File: config.mk
export PLATFORM = sky130hd
export DESIGN_NAME = dma_chan_regs
export DESIGN_NICKNAME = d
export VERILOG_FILES = /design/src/rtl/dcr_pkg.sv /design/src/rtl/dcr_port_decode.sv /design/src/rtl/dcr_byte_ptr.sv /design/src/rtl/dcr_channel.sv /design/src/rtl/dcr_read_mux.sv /design/src/rtl/dma_chan_regs.sv
export SDC_FILE = /design/constraint.sdc
export NUM_CORES = 1
export LEC_CHECK = 0
export ABC_AREA = 1
export BUFFER_PORTS_ARGS = -buffer_cell sky130_fd_sc_hd__buf_4
export CELL_PAD_IN_SITES_DETAIL_PLACEMENT = 0
export CELL_PAD_IN_SITES_GLOBAL_PLACEMENT = 1
export CORE_MARGIN = 2
export CORE_UTILIZATION = 40
export CTS_BUF_LIST = sky130_fd_sc_hd__clkbuf_8
export DETAILED_ROUTE_END_ITERATION = 16
export PLACE_DENSITY = 0.77
export REMOVE_ABC_BUFFERS = 1
export SLEW_MARGIN = 20
export SYNTH_ARGS = -nofsm -noshare
export SYNTH_HDL_FRONTEND = slang
export SYNTH_SLANG_ARGS = --single-unit
File: constraint.sdc
create_clock -name clk -period 11.4 [get_ports clk]
set_clock_uncertainty 0.1 [all_clocks]
set_input_delay 1.71 -clock clk [delete_from_list [all_inputs] [get_ports clk]]
set_output_delay 1.71 -clock clk [all_outputs]
set_load 0.005 [all_outputs]
File: src/rtl/dcr_pkg.sv
package dcr_pkg;
  localparam int REG_W    = 16;
  localparam int IDX_W    = 4;
  localparam int CH_SEL_W = 3;

  typedef struct packed {
    logic                hit;
    logic                is_cnt;
    logic [CH_SEL_W-1:0] ch;
  } port_sel_t;

  function automatic logic [7:0] pick_byte(input logic [REG_W-1:0] v, input logic hi);
    return hi ? v[15:8] : v[7:0];
  endfunction
endpackage

File: src/rtl/dcr_port_decode.sv
module dcr_port_decode
  import dcr_pkg::*;
#(
  parameter int WORD_SHIFT = 0,
  parameter int NUM_CH     = 4,
  localparam int AW        = IDX_W + WORD_SHIFT
) (
  input  logic [AW-1:0] addr,
  output port_sel_t     sel
);
  logic [IDX_W-1:0] idx;

  assign idx        = addr[AW-1:WORD_SHIFT];
  assign sel.is_cnt = idx[0];
  assign sel.ch     = idx[IDX_W-1:1];
  assign sel.hit    = (32'(idx[IDX_W-1:1]) < NUM_CH);

  generate
    if (WORD_SHIFT > 0) begin : g_low
      logic unused_low;
      assign unused_low = ^addr[WORD_SHIFT-1:0];
    end
  endgenerate
endmodule

File: src/rtl/dcr_byte_ptr.sv
module dcr_byte_ptr (
  input  logic clk,
  input  logic rst_n,
  input  logic clr,
  input  logic step,
  output logic ptr
);
  always_ff @(posedge clk or negedge rst_n) begin
    if (!rst_n)    ptr <= 1'b0;
    else if (clr)  ptr <= 1'b0;
    else if (step) ptr <= ~ptr;
  end
endmodule

File: src/rtl/dcr_channel.sv
module dcr_channel
  import dcr_pkg::*;
#(
  parameter int WORD_SHIFT = 0,
  parameter int AMT_W      = 8,
  localparam int CURW      = REG_W + WORD_SHIFT,
  localparam int PW        = REG_W + 1 + WORD_SHIFT
) (
  input  logic             clk,
  input  logic             rst_n,
  input  logic             wr_en,
  input  logic             wr_cnt,
  input  logic             wr_hi,
  input  logic [7:0]       wr_data,
  input  logic             dir_dec,
  input  logic             prog_en,
  input  logic [AMT_W-1:0] prog_amt,
  output logic [REG_W-1:0] addr_rb,
  output logic [REG_W-1:0] cnt_rb,
  output logic [PW-1:0]    prog_o,
  output logic             tc
);
  logic [REG_W-1:0] base_addr_q, base_cnt_q;
  logic [REG_W-1:0] base_addr_nx, base_cnt_nx;
  logic [CURW-1:0]  cur_q;
  logic [PW-1:0]    prog_q;
  logic [REG_W:0]   len_units;
  logic [PW-1:0]    len;
  logic [PW:0]      sum;
  logic [PW-1:0]    prog_sat;
  logic             reload;
  logic [CURW-1:0]  prog_lo, addr_full, cnt_full;

  // byte merge into the base registers
  always_comb begin
    base_addr_nx = base_addr_q;
    base_cnt_nx  = base_cnt_q;
    if (wr_en) begin
      if (wr_cnt) begin
        if (wr_hi) base_cnt_nx[15:8] = wr_data;
        else       base_cnt_nx[7:0]  = wr_data;
      end else begin
        if (wr_hi) base_addr_nx[15:8] = wr_data;
        else       base_addr_nx[7:0]  = wr_data;
      end
    end
  end

  assign reload    = wr_en & wr_hi;
  assign len_units = {1'b0, base_cnt_q} + {{REG_W{1'b0}}, 1'b1};
  assign len       = PW'(len_units) << WORD_SHIFT;
  assign sum       = {1'b0, prog_q} + (PW+1)'(prog_amt);
  assign prog_sat  = (sum >= {1'b0, len}) ? len : sum[PW-1:0];

  always_ff @(posedge clk or negedge rst_n) begin
    if (!rst_n) begin
      base_addr_q <= '0;
      base_cnt_q  <= '0;
      cur_q       <= '0;
      prog_q      <= '0;
    end else begin
      base_addr_q <= base_addr_nx;
      base_cnt_q  <= base_cnt_nx;
      if (reload) begin
        cur_q  <= CURW'(base_addr_nx) << WORD_SHIFT;
        prog_q <= '0;
      end else if (prog_en) begin
        prog_q <= prog_sat;
      end
    end
  end

  // live readback derived from progress and direction
  assign prog_lo   = prog_q[CURW-1:0];
  assign addr_full = dir_dec ? (cur_q - prog_lo) : (cur_q + prog_lo);
  assign cnt_full  = (CURW'(base_cnt_q) << WORD_SHIFT) - prog_lo;
  assign addr_rb   = addr_full[CURW-1:WORD_SHIFT];
  assign cnt_rb    = cnt_full[CURW-1:WORD_SHIFT];
  assign prog_o    = prog_q;
  assign tc        = (prog_q == len);

  generate
    if (WORD_SHIFT > 0) begin : g_low
      logic unused_low;
      assign unused_low = ^{addr_full[WORD_SHIFT-1:0], cnt_full[WORD_SHIFT-1:0]};
    end
  endgenerate
endmodule

File: src/rtl/dcr_read_mux.sv
module dcr_read_mux
  import dcr_pkg::*;
#(
  parameter int NUM_CH = 4
) (
  input  logic [NUM_CH-1:0][REG_W-1:0] addr_rb,
  input  logic [NUM_CH-1:0][REG_W-1:0] cnt_rb,
  input  port_sel_t                    sel,
  input  logic                         hi,
  output logic [7:0]                   byte_o
);
  always_comb begin
    byte_o = 8'h00;
    for (int k = 0; k < NUM_CH; k++) begin
      if (sel.hit && (sel.ch == CH_SEL_W'(k))) begin
        byte_o = pick_byte(sel.is_cnt ? cnt_rb[k] : addr_rb[k], hi);
      end
    end
  end
endmodule

File: src/rtl/dma_chan_regs.sv
module dma_chan_regs
  import dcr_pkg::*;
#(
  parameter int NUM_CH     = 4,
  parameter int WORD_SHIFT = 0,
  parameter int AMT_W      = 8,
  localparam int AW        = IDX_W + WORD_SHIFT,
  localparam int CHW       = (NUM_CH > 1) ? $clog2(NUM_CH) : 1,
  localparam int PW        = REG_W + 1 + WORD_SHIFT
) (
  input  logic              clk,
  input  logic              rst_n,
  input  logic [AW-1:0]     acc_addr,
  input  logic              acc_wr,
  input  logic              acc_rd,
  input  logic [7:0]        acc_wdata,
  output logic [7:0]        acc_rdata,
  input  logic              bptr_clr,
  input  logic [NUM_CH-1:0] dir_dec,
  input  logic              prog_valid,
  input  logic [CHW-1:0]    prog_ch,
  input  logic [AMT_W-1:0]  prog_amt,
  output logic [NUM_CH-1:0] tc
);
  port_sel_t                    sel;
  logic                         bptr_q;
  logic                         wr_go, rd_go, step;
  logic [7:0]                   rd_byte;
  logic [NUM_CH-1:0][REG_W-1:0] ch_addr_rb, ch_cnt_rb;
  logic [NUM_CH-1:0][PW-1:0]    prog_q;

  dcr_port_decode #(.WORD_SHIFT(WORD_SHIFT), .NUM_CH(NUM_CH)) u_dec (
    .addr (acc_addr),
    .sel  (sel)
  );

  assign step  = (acc_wr | acc_rd) & sel.hit;
  assign wr_go = acc_wr & sel.hit;
  assign rd_go = acc_rd & ~acc_wr;

  dcr_byte_ptr u_ptr (
    .clk   (clk),
    .rst_n (rst_n),
    .clr   (bptr_clr),
    .step  (step),
    .ptr   (bptr_q)
  );

  generate
    for (genvar k = 0; k < NUM_CH; k++) begin : g_ch
      dcr_channel #(.WORD_SHIFT(WORD_SHIFT), .AMT_W(AMT_W)) u_ch (
        .clk      (clk),
        .rst_n    (rst_n),
        .wr_en    (wr_go && (sel.ch == CH_SEL_W'(k))),
        .wr_cnt   (sel.is_cnt),
        .wr_hi    (bptr_q),
        .wr_data  (acc_wdata),
        .dir_dec  (dir_dec[k]),
        .prog_en  (prog_valid && (prog_ch == CHW'(k))),
        .prog_amt (prog_amt),
        .addr_rb  (ch_addr_rb[k]),
        .cnt_rb   (ch_cnt_rb[k]),
        .prog_o   (prog_q[k]),
        .tc       (tc[k])
      );
    end
  endgenerate

  dcr_read_mux #(.NUM_CH(NUM_CH)) u_mux (
    .addr_rb (ch_addr_rb),
    .cnt_rb  (ch_cnt_rb),
    .sel     (sel),
    .hi      (bptr_q),
    .byte_o  (rd_byte)
  );

  always_ff @(posedge clk or negedge rst_n) begin
    if (!rst_n)     acc_rdata <= 8'h00;
    else if (rd_go) acc_rdata <= rd_byte;
  end
endmodule

Word level (Yosys, flattened, before mapping) --
Cells that the tools add are included.
Storage, ports and cells: memories 0, word-level logic and storage cells 140, RAM bits 0, bits of input ports 32, memory bits (read-only) 0, bits in latches 0, flip-flop bits (word level) 269
Operators by class: bitwise gates (word level) 10, mux-type cells 46, order comparisons 5, shift-type cells 0, divide/modulo/power cells 0, multipliers 0, reductions and logical operators 27, $add $sub $neg 20, equality and inequality tests 10
Operators by type and width (number):
- $mux 16 | 16
- $mux 17 | 12
- $mux 8 | 16
- $sub 16x16->16 | 8
- $add 17x8->18 | 4
- $ge 18x17->1 | 4
- $add 16x1->17 const B | 4
- $eq 17x17->1 | 4
- $add 16x16->16 | 4
- $reduce_and 3->1 | 8
- $logic_and 1x1->1 | 12
- $reduce_bool 2->1 | 5
- $and 1x1->1 | 7
- $eq 3x2->1 const B | 2
- $eq 2x2->1 const B | 2
- $eq 3x1->1 const B | 1
- $logic_not 3->1 | 1
- $lt 3x3->1 const B | 1
- $eq 2x1->1 const B | 1
- $logic_not 2->1 | 1
- $mux 1 | 2
- $not 1->1 | 2
- $or 1x1->1 | 1

Depth between registers and ports, before layout --
Gate-level depths: netlist of the first run.
depth after elaboration 8, mapped depth 26

Hierarchy --
A second synthesis of the first run with hierarchy kept.
Unflattened totals: cell total of the unflattened synthesis 3810, area total of the unflattened synthesis 26231.4 µm²
Modules (own cells, without submodules):
- dcr_channel at g_ch[1].u_ch ... | instances 2, area an instance 6035.8 µm², seq. area each 1626.6 µm², cells each 837
- dcr_channel at g_ch[3].u_ch | instances 1, area an instance 6195.9 µm², seq. area each 1626.6 µm², cells each 867
- dcr_channel at g_ch[0].u_ch | instances 1, area an instance 5960.7 µm², seq. area each 1626.6 µm², cells each 853
- dcr_read_mux | instances 1, area an instance 1516.5 µm², seq. area each 0.0 µm², cells each 351
- dma_chan_regs | instances 1, area an instance 409.1 µm², seq. area each 200.2 µm², cells each 54
- dcr_byte_ptr | instances 1, area an instance 43.8 µm², seq. area each 25.0 µm², cells each 6
- dcr_port_decode | instances 1, area an instance 33.8 µm², seq. area each 0.0 µm², cells each 5

Least setup slack after synthesis of the first run --
OpenSTA, ideal clock, no wires.
path type input port to flip-flop, from input prog_amt[0], to register g_ch[3].u_ch.prog_q[10], path buffers 1, data arrival time 4.711 ns, stages on the path 21, setup time 0.117 ns, setup slack 6.472 ns, cell sequence ha_1 -> inv_1 -> fa_1 -> nand3b_1 -> nor2_1 -> nor2_1 -> o21ai_0 -> nand3_1 -> o21ai_0 -> inv_1 -> ha_1 -> nand2_1 -> inv_1 -> nand4_1 -> nor3_1 -> nand4_1 -> nand3_4 -> buf_6 -> nand2_1 -> nand3_1 -> nand2_1
Between the ends: longest elaborated chain between the ends 5
Ends and longest elaborated chain:
- start: declaration | RTL line dma_chan_regs.sv:22 | input logic [AMT_W-1:0] prog_amt,
- $add 17x8->18 * | RTL line dcr_channel.sv:52 | assign sum = {1'b0, prog_q} + (PW+1)'(prog_amt);
- $ge 18x17->1 | RTL line dcr_channel.sv:53 | assign prog_sat = (sum >= {1'b0, len}) ? len : sum[PW-1:0];
- $mux 17 * | RTL line dcr_channel.sv:53
- $mux 17 * | RTL line dcr_channel.sv:67 | end else if (prog_en) begin
- $mux 17 * | RTL line dcr_channel.sv:64 | if (reload) begin
- end signal: assignment | RTL line dcr_channel.sv:68 | prog_q <= prog_sat;
- end: declaration | RTL line dcr_channel.sv:26 | logic [PW-1:0] prog_q;
Mark *: on every way between the ends. The rest lies on a longest branch, timed or not. The select of a mux whose other input is x is not followed. A chain may end at the register's enable or synchronous reset.

Final worst setup path of the first run --
from input prog_amt[1], to register g_ch[0].u_ch.prog_q[12]
Between the ends: longest elaborated chain between the ends 5
Ends and longest elaborated chain (RTL line):
- $add 17x8->18 * | dcr_channel.sv:52
- $ge 18x17->1 | dcr_channel.sv:53
- $mux 17 * | dcr_channel.sv:53
- $mux 17 * | dcr_channel.sv:67
- $mux 17 * | dcr_channel.sv:64
- end signal: assignment | dcr_channel.sv:68
- end: declaration | dcr_channel.sv:26
Marked as above.

==> results.md, run 1 <==
Outcome:
- The run finished with clean final reports.

Worst setup path:
- The kind of end point of the critical path is a flop.
- The data arrival time at the worst-slack endpoint is 5.98 ns.
- The delay of the slowest cell on the worst path is 0.52 ns.
- The cell type with the highest occurrence count on the critical path is sky130_fd_sc_hd__nand2_1.
- The sum of buffers and inverters on the critical path is 4.
- The critical path is of the in2reg type.
- The cell family contributing the most delay on the critical path is simple AND/OR/NAND/NOR gates.
- At the worst endpoint, the required time is 11.94 ns.
- Among all stages on the critical path, the largest delay is contributed by sky130_fd_sc_hd__fa_1.
- The startpoint class of the critical path is an input port.
- Of all nets on the critical path, the largest fanout is 18.
- Traced cell by cell, the critical path runs through buf_4 > inv_1 > fa_1 > inv_1 > nand2_1 > o21ai_0 > nand2_1 > nand2_1 > xor2_1 > inv_1 > ha_1 > nand2_1 > nor2_1 > o211ai_1 > nand4_1 > nand2_1 > nand2_1 > nand2_1 > nand2_1 > nand2_1 > nand3_2 > nand2_1 > nand3_1 > nand2_1.

Die:
- The horizontal die dimension is 260.7 um.
- After floorplanning, the core was divided into 94 placement rows.
- The core region is 65510 sq um.
- The die area is 67980 sq um.
- 44 I/O pins were placed.
- The die outline height is 260.7 um.
- The initial utilization of the core area, before any placement, comes to 40.25%.

Clocking:
- The number of levels the H-tree was split into is 2.
- The later-pin clock latency in the skew report is 0.70 ns.
- The maximum count of clock buffers along a single path is 3.
- The buffer type at the clock tree root is sky130_fd_sc_hd__clkbuf_8.
- The post-CTS setup repair buffer count is 0.
- The cts-stage hold buffer count is 0.
- In this run, CTS created clock tree buffers numbering 54.
- The number of gates given a new drive strength after cts is 0.
- TritonCTS built the clock tree.
- The count of clock tree sinks is 269.
- The clock-pin slew on the worst setup and hold paths is 0.06 ns.

Synthesis:
- The cell area that synthesis handed to floorplanning was 26370 sq um.
- The synthesized design contains 0 enable-type register cells.
- In the synthesized netlist the async set-or-reset flop fraction comes to 100.0%.
- The flip-flop and latch count after synthesis is 269.
- The total number of yosys warnings is 0.
- The most used flip-flop cell after synthesis is sky130_fd_sc_hd__dfrtp_1.
- Dividing the synthesized area by the synthesized cell count gives 6.462 sq um.
- The gate count of the mapped netlist is 4080.
- Sequential elements use 25.53% of the synthesized area.
- The netlist uses 59 different library cells.

Power and ir drop:
- The leakage component of the power is 15.44 nW.
- Overall power consumption after layout is estimated at 7.887 mW.
- The maximum vdd ir drop is 0.0001879 V.
- The power per unit of standard cell area is 274.7 nW/um^2.

Finish:
- In the layout the commonest cells are sky130_fd_sc_hd__nand2_1, sky130_fd_sc_hd__inv_1, sky130_fd_sc_hd__nand3_1.
- Summing all flip-flop and latch instances after layout gives 6733 sq um.
- In the final layout, the multi-input gates occupy 17200 sq um.
- The layout has 7034 filler cells.
- The core utilization of the finished layout is 43.83%.
- The ratio of cells with drive above 1 in the final layout is 5.453%.
- Compared with the post-synthesis result, the final layout area differs by 8.912%.
- The count of non-filler cells in the finished layout is 4993.
- The net count of the finished layout is 4356.
- The most common library cell in the layout ignoring fill and taps is sky130_fd_sc_hd__nand2_1.

Place:
- The total instance count after detailed placement is 4892.
- The number of port buffers is 43.
- Detailed placement ended at an HPWL of 68.98 mm.
- The congestion estimate from routability-driven global placement came to 0.8938.

Timing:
- In the finished design, the share of the clock period the worst path needs comes to 47.74%.
- The worst relative slew slack is 27.92%.
- The transition at the pin with the smallest max-transition slack is 1.077 ns.
- Based on the critical path, the design can be clocked at up to 183.7 MHz.
- Setup violations remaining at the end of the flow were counted as 0.
- The hold violation count in the final report is 0.
- The time the worst path needs with I/O delays and setup is 5.443 ns.
- The total negative slack for setup checks is 0 ns.
- Setup repair after global routing left no endpoint under its margin.
- The final count of pins violating max slew is 0.
- The minimum hold slack is 0.3867 ns.

Detailed routing:
- The remaining antenna violation count after routing is 0.
- Using the TritonRoute via totals, the vias-per-cell ratio works out to 5.290.
- The first detailed-routing pass took 6 iterations.
- After detailed routing, the total wire length is 91.66 mm.
- The first routing iteration left 2089 violations.
- In the final routed layout, each cell accounts on average for 18.36 um.
- The final route contains 26413 vias.
- In the routed design, unresolved DRC markers number 0.

Global routing:
- The routing usage on met1 is 38.73%.
- The first global-routing pass estimated 142.7 mm of wire.
- Entering global routing, the biggest net connects 131 pins.
- The total global routing track utilization is 27.04%.
- met2 is the most crowded layer.
- The overflow left after global routing is 0.
- In the global route stage, met2 resource usage came out at 42.77%.
- The via count of the first global-routing pass is 24360.
- The routing usage on met3 is 3.438%.
- The number of antenna violations at the first check in global routing is 2.

Job:
- The max-cap violation count is 0.

Hold path:
- The path category of the worst min-delay check is reg2reg.
==> tightest hold or removal path, cell delays in order, from the launching register on <==
cell and delay [ns]:
sky130_fd_sc_hd__dfrtp_1 0.35, sky130_fd_sc_hd__nand2_1 0.06, sky130_fd_sc_hd__nand2_1 0.05
==> state kept, by name, indices dropped and copies added, names as in the netlist <==
name,count
g_ch.u_ch.prog_o,68
g_ch.u_ch.base_addr_q,64
g_ch.u_ch.base_cnt_q,64
g_ch.u_ch.cur_q,64
acc_rdata,8
u_ptr.ptr,1
==> Yosys cell counts, types with 28 or more instances <==
library cell               number  area, sq um
sky130_fd_sc_hd__a21oi_1      231         1156
sky130_fd_sc_hd__clkbuf_1      65        244.0
sky130_fd_sc_hd__dfrtp_1      269         6731
sky130_fd_sc_hd__ha_1         228         2853
sky130_fd_sc_hd__inv_1        502         1884
sky130_fd_sc_hd__nand2_1     1275         4786
sky130_fd_sc_hd__nand3_1      365         1827
sky130_fd_sc_hd__nand3b_1      28        210.2
sky130_fd_sc_hd__nand4_1      116        725.7
sky130_fd_sc_hd__nor2_1       304         1141
sky130_fd_sc_hd__nor3_1        34        170.2
sky130_fd_sc_hd__o21ai_0      235         1176
sky130_fd_sc_hd__xor2_1       156         1366
==> worst paths after layout <==
kind	cells past startpoint	end	startpoint	slack, ns
min	2	g_ch[2].u_ch.cur_q[4]$_DFFE_PN0P_	g_ch[2].u_ch.cur_q[4]$_DFFE_PN0P_	0.39
max reg2reg	24	g_ch[0].u_ch.prog_o[12]$_DFFE_PN0P_	g_ch[0].u_ch.prog_o[0]$_DFFE_PN0P_	6.67
min in group asynchronous	1	g_ch[2].u_ch.base_cnt_q[15]$_DFFE_PN0P_	rst_n	0.96
min reg2reg	2	g_ch[2].u_ch.cur_q[4]$_DFFE_PN0P_	g_ch[2].u_ch.cur_q[4]$_DFFE_PN0P_	0.39
max	24	g_ch[0].u_ch.prog_o[12]$_DFFE_PN0P_	prog_amt[1]	5.96
max in group asynchronous	2	g_ch[0].u_ch.base_cnt_q[14]$_DFFE_PN0P_	rst_n	8.96
==> final cells by class <==
class | count | area share [%]
diodes | 3 | 0.02614
flip-flops and latches | 269 | 23.45
clock buffers | 75 | 3.595
inverters | 521 | 6.810
well taps | 864 | 3.765
repair buffers | 61 | 1.664
multi-input cells | 3177 | 59.90
clock inverters | 23 | 0.7887
==> report_power, final <==
part           switching (mW)  leakage [nW]  internal [mW]  total [mW]
Sequential              0.402          3.45           1.20        1.60
Combinational            3.34          11.3           1.77        5.12
Clock                   0.495         0.685          0.675        1.17
Total                    4.24          15.4           3.65        7.89
==> routing by layer <==
metal,up-vias,share of wire (%),wire length [um]
met2,770,45,40860
met5,-,0,0
li1,13335,-,-
met3,129,6.3,5754
met4,0,2.5,2297
met1,12179,47,42750
==> metrics by stage <==
| step | cell area [sq um] | setup slack [ns] |
|---|---|---|
| after floorplan | 25870 | 6.250 |
| after global placement | 27440 | 5.351 |
| after detailed placement | 27450 | 5.310 |
| after CTS | 28710 | 6.049 |
| after global routing | 28710 | 5.612 |
| final | 28720 | 5.957 |
==> cells by family after synthesis <==
family / synth area share (%)
AND/OR/NAND/NOR: 35.72
buffers and inverters: 9.278
AO/OA/AOI/OAI: 11.26
flip-flops: 25.53
adder cells (fa/ha/maj): 11.73
XOR/XNOR: 5.847
multiplexers: 0.6407
No activity file was read; power rests on OpenSTA's default activity.
==> run 2: changes to the inputs <==
clock period = 5.6 ns   (was 11.4 ns; I/O delays follow)
==> run 2 against run 1 <==
Effect of this change: worst setup slack got worse by 4.7 ns; global-route usage increased by 0.088 points; wire length is 0.20% higher; core utilization up 0.090 points; clock power up 100%; worst hold slack got worse by 0.16 ns; first-iteration DRC count decreased by 5.5%; combinational power increased by 100%; register-to-register slack got worse by 5.4 ns; final cell count is 0.32% higher; sequential power is 100% higher; critical path depth stayed put; critical path type is now reg2reg; critical endpoint unchanged.
==> results.md, run 2 (synthesis gave the netlist of run 1 again) <==
Outcome:
- The flow ran to the end, and the final reports show no timing, DRC or antenna violations.

Detailed routing:
- The routed length per instance came to 18.34 um (-0.12%).
- The remaining antenna violation count after routing is 0 (unchanged).
- The total length of routed wires came to 91.85 mm (+0.20%).
- The iteration-0 DRC count of the detailed router came to 1974 (-5.5%).
- The remaining routing DRC violations is 0 (unchanged).
- The total via count after detailed routing is 26335 (-0.30%).
- The per-cell via count in the routed design is 5.258 (-0.61%).
- The total iterations of the first detailed-routing run is 5 (-1).

Clocking:
- The number of gates given a new drive strength after cts is 0 (unchanged).
- The cts-stage hold buffer count is 1 (+1).
- The later-pin clock latency in the skew report is 0.70 ns (about the same).
- The count of clock tree sinks is 269 (unchanged).
- The post-CTS setup repair buffer count came to 0 (unchanged).
- The TritonCTS buffer count is 53 (-1.9%).
- The maximum count of clock buffers along a single path was 3 (unchanged).
- The buffer type at the clock tree root is sky130_fd_sc_hd__clkbuf_8.
- The clock tree from TritonCTS is built.
- The clock-pin slew on the worst setup and hold paths is 0.06 ns (about the same).
- The number of levels the H-tree was split into came to 2 (unchanged).

Timing:
- The minimum hold slack came to 0.2245 ns (-0.1622 ns).
- The setup-violating endpoint count in the final report was 0 (unchanged).
- The transition at the pin with the smallest max-transition slack is 1.094 ns (+0.01660 ns).
- The final count of pins violating max slew came to 0 (unchanged).
- The hold violation count in the final report came to 0 (unchanged).
- The worst relative slew slack is 26.81% (-1.1 points).
- The total negative slack for setup checks is 0 ns (unchanged).
- Setup repair after global routing left no endpoint under its margin.
- Of the available clock period, the critical path in the final layout requires 76.74%.
- The clock period could shrink to 4.297 ns.
- Timing would allow up to 232.7 MHz.

Global routing:
- The number of antenna violations at the first check in global routing is 4 (+2).
- The maximum number of pins on one net before global-route repair is 124 (-5.3%).
- The via count of the first global-routing pass is 25019 (+2.7%).
- The total global routing track utilization is 27.13% (+0.088 points).
- The overflow left after global routing is 0 (unchanged).
- The first-pass GRT wire length is 143.3 mm (+0.42%).

Worst setup path:
- The end of the worst register-to-register path is g_ch[0].u_ch.prog_o[12]$_DFFE_PN0P_.
- The delay of the slowest cell on the worst path came to 0.58 ns (+0.06 ns).
- The worst setup path is captured at a flop.
- The signal on the critical path passes through ha_1 > inv_1 > fa_1 > inv_1 > nand2_1 > o21ai_0 > nand2_1 > nand2_1 > xor2_1 > inv_1 > ha_1 > nand2_1 > nor2_1 > o211ai_1 > nand4_1 > nand2_1 > nand2_1 > nand2_1 > nand2_1 > nand2_1 > nand3_2 > nand2_1 > nand3_1 > nand2_1.
- The highest fanout seen on the critical path is 17 (-1).
- The cell type with the highest occurrence count on the critical path is sky130_fd_sc_hd__nand2_1.
- The worst setup path is launched from a flop.
- The data arrival time at the worst-slack endpoint is 4.77 ns (-1.21 ns).
- The startpoint identified for the worst register-to-register timing path is g_ch[0].u_ch.prog_o[0]$_DFFE_PN0P_.
- The largest individual stage delay along the critical path comes from the cell sky130_fd_sc_hd__dfrtp_1.
- The required time at the endpoint of the critical path is 6.07 ns (-5.87 ns).
- The depth of the worst register-to-register path is 24 (unchanged).
- The worst setup path is of the reg2reg kind.
- The flop-to-flop setup slack came to 1.30 ns (-5.37 ns).

Power and ir drop:
- The total power was 16.04 mW (+100%).
- The leakage component of the power is 15.47 nW (+0.24%).
- The maximum vdd ir drop came to 0.0003626 V (+93%).
- The power per unit of standard cell area came to 557.6 nW/um^2 (+100%).

Finish:
- The ratio of cells with drive above 1 in the final layout is 5.700% (+0.25 points).
- The area growth from synthesis to layout is 9.135%.
- The count of non-filler cells in the finished layout is 5009 (+0.32%).
- The flip-flop count of the largest register after layout is 68 (unchanged).
- The net count of the finished layout is 4368 (+0.28%).
- The most common library cell in the layout ignoring fill and taps is sky130_fd_sc_hd__nand2_1.
- The library cells used most frequently in the layout, excluding fill and tap cells, are sky130_fd_sc_hd__nand2_1, sky130_fd_sc_hd__inv_1, sky130_fd_sc_hd__nand3_1.

Place:
- The number of port buffers came to 43 (unchanged).
- The detailed-placement wirelength estimate is 69.51 mm (+0.76%).
- The total instance count after detailed placement came to 4904 (+0.25%).
- The global placer's final weighted congestion is 0.9217 (+3.1%).

Die:
- The effective utilization at floorplan came to 40.25% (unchanged).
- The count of pins on the block boundary came to 44 (unchanged).
- The standard cell core area is 65510 sq um (unchanged).
- The die area was 67980 sq um (unchanged).
- The horizontal die dimension is 260.7 um (unchanged).
- The number of standard-cell rows in the floorplan is 94 (unchanged).
- The die outline height is 260.7 um (unchanged).

Hold path:
- The cell count of the worst hold path came to 2 (unchanged).
- The startpoint of the most critical hold path is bptr_clr.
- The path category of the worst min-delay check is in2reg.
- The path with the worst hold slack has its endpoint at u_ptr.ptr$_DFFE_PN0P_.

Job:
- The max-cap violation count is 0 (unchanged).
[run 2: layer usage]
| layer | vias up | track usage, % | share of wire (%) |
|---|---|---|---|
| met3 | 153 | 5.148 | 6.9 |
| li1 | 13347 | - | - |
| met1 | 12069 | 37.55 | 46 |
| met2 | 764 | 42.16 | 44 |
| met4 | 2 | 9.397 | 3.6 |
| met5 | - | 0 | 0.0098 |
[run 2: worst max-delay path by stage]
stage	startpoint	endpoint	slack (ns)	cells past startpoint
floorplan	prog_amt[0]	g_ch[3].u_ch.prog_o[0]$_DFFE_PN0P_	1.32	20
CTS	g_ch[1].u_ch.base_cnt_q[1]$_DFFE_PN0P_	tc[1]	1.26	11
finish	g_ch[0].u_ch.prog_o[0]$_DFFE_PN0P_	g_ch[0].u_ch.prog_o[12]$_DFFE_PN0P_	1.30	24
detailed placement	prog_amt[1]	g_ch[3].u_ch.prog_o[2]$_DFFE_PN0P_	0.75	21
global placement	prog_amt[1]	g_ch[3].u_ch.prog_o[2]$_DFFE_PN0P_	0.88	21
global route	g_ch[3].u_ch.prog_o[0]$_DFFE_PN0P_	g_ch[3].u_ch.prog_o[5]$_DFFE_PN0P_	0.95	21
[run 2: stage by stage]
stage	utilization (%)	instance area [sq um]	setup slack [ns]
after global routing	43.92	28770	0.9530
after floorplan	-	25870	1.320
after global placement	42.03	27530	0.8775
after CTS	43.90	28760	1.257
final	43.92	28770	1.303
after detailed placement	42.03	27530	0.7450
[run 2: critical path: cells and delay by family (launching register included)]
kind	cells	cell delay [ns]
compound gates	2	0.63
xor+xnor	1	0.20
simple gates	15	1.49
buf+inv	3	0.23
fa+ha+maj	3	0.94
flops	1	0.58
[run 2: final cells by class]
| class | count | area, sq um |
|---|---|---|
| clock buffers | 63 | 867.1 |
| flip-flops and latches | 269 | 6733 |
| multi-input cells | 3177 | 17200 |
| repair buffers | 74 | 578.1 |
| inverters | 521 | 1956 |
| clock inverters | 36 | 347.8 |
| diodes | 5 | 12.51 |
| fillers | 7033 | 36740 |
| well taps | 864 | 1081 |
[run 2: power by group]
group          internal (mW)  total [mW]  switching (mW)  leakage [nW]
Combinational           3.64        10.4            6.81          11.4
Sequential              2.44        3.25           0.812          3.45
Clock                   1.31        2.34            1.03         0.660
Total                   7.39        16.0            8.65          15.5
==> run 3: changes to the inputs <==
ABC_AREA = 0   (was 1)
PLACE_DENSITY = 0.73   (was 0.77)
clock period = 4.27 ns   (was 5.6 ns; I/O delays follow)
==> run 3 against run 2 <==
Effect of this change: total power up 24%; maximum frequency up 3.1%; via count down 19%; final area down 3.6%; critical endpoint is now g_ch[1].u_ch.prog_o[11]$_DFFE_PN0P_; largest cell class unchanged.
==> results.md, run 3 <==
Synthesis:
- The async set-reset flop share out of synthesis is 100.0% (unchanged).
- The sequential share of the synthesized area is 28.45% (+2.9 points).
- The portion of synthesized cell area occupied by the leading cell type is 28.45% (+2.9 points).
- The biggest area contributor in the post-synthesis netlist is sky130_fd_sc_hd__dfrtp_1.
- The commonest cells after synthesis are sky130_fd_sc_hd__dfrtp_1, sky130_fd_sc_hd__nand2_1, sky130_fd_sc_hd__xnor2_1.
- The most used flip-flop cell after synthesis is sky130_fd_sc_hd__dfrtp_1.
- The gate count of the mapped netlist is 2732 (-33%).
- The synthesized area divided by synthesized cell count is 8.660 sq um (+34%).
- The most numerous cell in the Yosys netlist is sky130_fd_sc_hd__dfrtp_1.
- The number of synthesized flops with an enable pin came to 0 (unchanged).
- The flip-flop and latch count after synthesis is 269 (unchanged).
- The post-synthesis cell area came to 23660 sq um (-10%).
- The total number of yosys warnings was 0 (unchanged).
- By area the synthesized netlist is led by sky130_fd_sc_hd__dfrtp_1, sky130_fd_sc_hd__ha_1, sky130_fd_sc_hd__xnor2_1, sky130_fd_sc_hd__mux2_2, sky130_fd_sc_hd__a21oi_1.
- The count of cell types in the netlist came to 85 (+44%).

Die:
- The count of pins on the block boundary is 44 (unchanged).
- The die area was 61110 sq um (-10%).
- The number of standard-cell rows in the floorplan is 89 (-5.3%).
- The standard cell core area is 58800 sq um (-10%).
- The effective utilization at floorplan came to 40.24% (about the same).
- The die outline height came to 247.2 um (-5.2%).
- The horizontal die dimension came to 247.2 um (-5.2%).

Timing:
- The final cycle utilization of the critical path was 97.64% (+21 points).
- The worst relative slew slack is 29.97% (+3.2 points).
- The transition at the pin with the smallest max-transition slack is 1.047 ns (-0.04712 ns).
- The hold violation count in the final report came to 0 (unchanged).
- The minimum hold slack was 0.2542 ns (+0.02965 ns).
- The time the worst path needs with I/O delays and setup is 4.169 ns (-0.1281 ns).
- The fmax is 239.9 MHz (+3.1%).
- The final count of pins violating max slew is 0 (unchanged).
- Setup repair after global routing could not meet its margin everywhere.
- The setup-violating endpoint count in the final report is 0 (unchanged).

Detailed routing:
- The per-cell via count in the routed design is 5.715 (+8.7%).
- The routed length per instance came to 21.69 um (+18%).
- The remaining routing DRC violations came to 0 (unchanged).
- The total iterations of the first detailed-routing run is 7 (+2).
- The total length of routed wires is 81.32 mm (-11%).
- The remaining antenna violation count after routing is 0 (unchanged).
- The iteration-0 DRC count of the detailed router is 1435 (-27%).
- The total via count after detailed routing came to 21427 (-19%).

Worst setup path:
- The depth of the worst register-to-register path is 21 (-13%).
- The cell depth of the worst setup path came to 21 (-13%).
- The worst setup path endpoint is g_ch[1].u_ch.prog_o[11]$_DFFE_PN0P_.
- The worst setup path is of the reg2reg kind.
- Walking the worst path, the cells encountered are ha_2 > inv_1 > fa_2 > inv_2 > a21oi_2 > o21bai_1 > a21o_1 > a21o_1 > a211o_1 > nand3_2 > xnor2_2 > ha_1 > nor2b_1 > o21ai_1 > nand2b_1 > a21oi_2 > o211ai_1 > a31oi_2 > nand2_2 > or4_1 > a31oi_1.
- The worst register-to-register path ends at g_ch[1].u_ch.prog_o[11]$_DFFE_PN0P_.
- In this design, the largest share of critical-path delay is due to compound AO/OA/AOI/OAI gates.
- The kind of end point of the critical path is a flop.
- The startpoint class of the critical path is a flop.
- The flop-to-flop setup slack is 0.10 ns (-1.20 ns).
- The source of the critical timing path is g_ch[1].u_ch.prog_o[0]$_DFFE_PN0P_.
- The delay of the slowest cell on the worst path is 0.41 ns (-0.17 ns).
- The sum of buffers and inverters on the critical path is 2 (-1).
- The required time at the endpoint of the critical path was 4.74 ns (-1.33 ns).
- The worst register-to-register path begins at g_ch[1].u_ch.prog_o[0]$_DFFE_PN0P_.
- The cell type of the slowest stage on the worst timing path is sky130_fd_sc_hd__dfrtp_1.
- The data arrival time at the worst-slack endpoint is 4.64 ns (-0.13 ns).
- The highest fanout seen on the critical path was 6 (-11).

Job:
- The max-cap violation count came to 0 (unchanged).

Outcome:
- The flow ran to the end, and the final reports show no timing, DRC or antenna violations.

Clocking:
- The later-pin clock latency in the skew report is 0.66 ns (-0.04 ns).
- TritonCTS built the clock tree.
- The number of levels the H-tree was split into is 2 (unchanged).
- Clock tree synthesis selected as its root buffer the cell sky130_fd_sc_hd__clkbuf_8.
- The maximum count of clock buffers along a single path is 3 (unchanged).
- The TritonCTS buffer count was 54 (+1.9%).
- The clock-pin slew on the worst setup and hold paths is 0.06 ns (about the same).
- The count of clock tree sinks is 269 (unchanged).

Finish:
- From synthesis to final layout, the design area changed by 17.28%.
- Leaving out fill and tap cells, the most frequent cell in the layout is sky130_fd_sc_hd__dfrtp_1.
- The flip-flop count of the largest register after layout is 68 (unchanged).
- The net count of the finished layout came to 3208 (-27%).
- The filler cell count in the final layout came to 5724 (-19%).
- The area of all placed cells without fillers is 27750 sq um (-3.6%).
- The core utilization of the finished layout is 47.19% (+3.3 points).
- The ratio of cells with drive above 1 in the final layout was 20.34% (+15 points).
- In the layout the commonest cells are sky130_fd_sc_hd__dfrtp_1, sky130_fd_sc_hd__nand2_1, sky130_fd_sc_hd__buf_4.

Global routing:
- The overflow left after global routing is 0 (unchanged).
- The total global routing track utilization came to 26.48% (-0.65 points).
- The via count of the first global-routing pass is 21237 (-15%).
- The maximum number of pins on one net before global-route repair is 74 (-40%).
- The first-pass GRT wire length is 124.1 mm (-13%).
- The number of antenna violations at the first check in global routing came to 4 (unchanged).

Place:
- The detailed-placement wirelength estimate is 60.06 mm (-14%).
- The global placer's final weighted congestion is 0.9169 (-0.52%).
- The instance area at placement came to 26050 sq um (-5.4%).
- The number of port buffers is 43 (unchanged).

Power and ir drop:
- The leakage component of the power is 12.53 nW (-19%).
- The maximum vdd ir drop is 0.0003813 V (+5.2%).
- The power per unit of standard cell area is 715.0 nW/um^2 (+28%).
- The total power is 19.84 mW (+24%).

Hold path:
- The path category of the worst min-delay check is in2reg.
## run 3: changes by cell type in the layout (fill, tap and decap cells not counted), moves of 132 or more
cell	change
sky130_fd_sc_hd__nand2_1	-1028
sky130_fd_sc_hd__inv_1	-376
sky130_fd_sc_hd__buf_4	+173
sky130_fd_sc_hd__xnor2_1	+203
sky130_fd_sc_hd__mux2_2	+132
sky130_fd_sc_hd__nand3_1	-270
## run 3: cell families (layout without fill, tap and decap cells)
logic type	after synthesis	in the layout	share of synthesized area [%]
simple gates	846	846	17.06
compound gates	636	636	16.80
xor+xnor	318	318	11.77
flops	269	269	28.45
buf+inv	243	486	3.977
fa+ha+maj	240	240	13.07
mux	180	180	8.869
other cells	0	1	0
## run 3: power breakdown
group          internal [mW]  switching [mW]
sequential              3.15           0.832
clock                   1.56            1.27
combinational           6.03            7.00
## run 3: worst min-delay path by stage
stage / from / end / slack [ns] / cells past startpoint
2_1_floorplan: rst_n / acc_rdata[0]$_DFFE_PN0P_ / 0.24 / 0
3_5_place_dp: g_ch[1].u_ch.cur_q[8]$_DFFE_PN0P_ / g_ch[1].u_ch.cur_q[8]$_DFFE_PN0P_ / 0.38 / 2
5_1_grt: acc_rd / u_ptr.ptr$_DFFE_PN0P_ / 0.27 / 4
3_3_place_gp: g_ch[2].u_ch.base_addr_q[2]$_DFF_PN0_ / g_ch[2].u_ch.base_addr_q[2]$_DFF_PN0_ / 0.37 / 1
4_1_cts: acc_rd / u_ptr.ptr$_DFFE_PN0P_ / 0.21 / 4
6_report: acc_rd / u_ptr.ptr$_DFFE_PN0P_ / 0.25 / 4
## run 3: per-stage QoR
stage / worst slack (ns) / setup TNS [ns] / std cells
5_1_grt: -0.1328 / -1.064 / 3748
6_report: 0.1009 / 0 / 3749
3_5_place_dp: -0.6326 / -35.37 / 3627
2_1_floorplan: -0.4577 / -16.93 / 2620
3_3_place_gp: -0.6132 / -30.14 / 3627
4_1_cts: 0.002253 / 0 / 3726
## run 3: final cells by class
type	count	area, sq um	area share (%)
multi-input cells	2220	16320	58.81
flip-flops and latches	269	6734	24.27
repair buffers	260	2106	7.589
well taps	773	967.2	3.486
clock buffers	69	949.7	3.423
inverters	131	495.5	1.786
clock inverters	26	175.2	0.6313
diodes	1	2.502	0.009019
## run 3: worst min-delay path: cells and delay by family
| family | cells | cell delay, ns |
|---|---|---|
| AOI/OAI and AO/OA | 2 | 0.19 |
| buffers and inverters | 1 | 0.10 |
| and+or+nand+nor | 1 | 0.04 |
## run 3: timing repair
action,CTS,global route
cloned,0,1
endpoints found under the hold margin,64,0
setup endpoints to repair,25,73
setup buffers,2,21
pin swaps,3,47
gates resized for setup,10,85
hold buffers,2,0
## run 3: per-layer routing
layer / routed length [um] / part of all wire, % / global-route usage (%) / vias to the layer above
li1: - / - / - / 10201
met1: 36580 / 45 / 35.54 / 10492
met2: 37370 / 46 / 43.33 / 562
met3: 4323 / 5.3 / 3.657 / 168
met4: 3023 / 3.7 / 9.651 / 4
met5: 23 / 0.028 / 0 / -
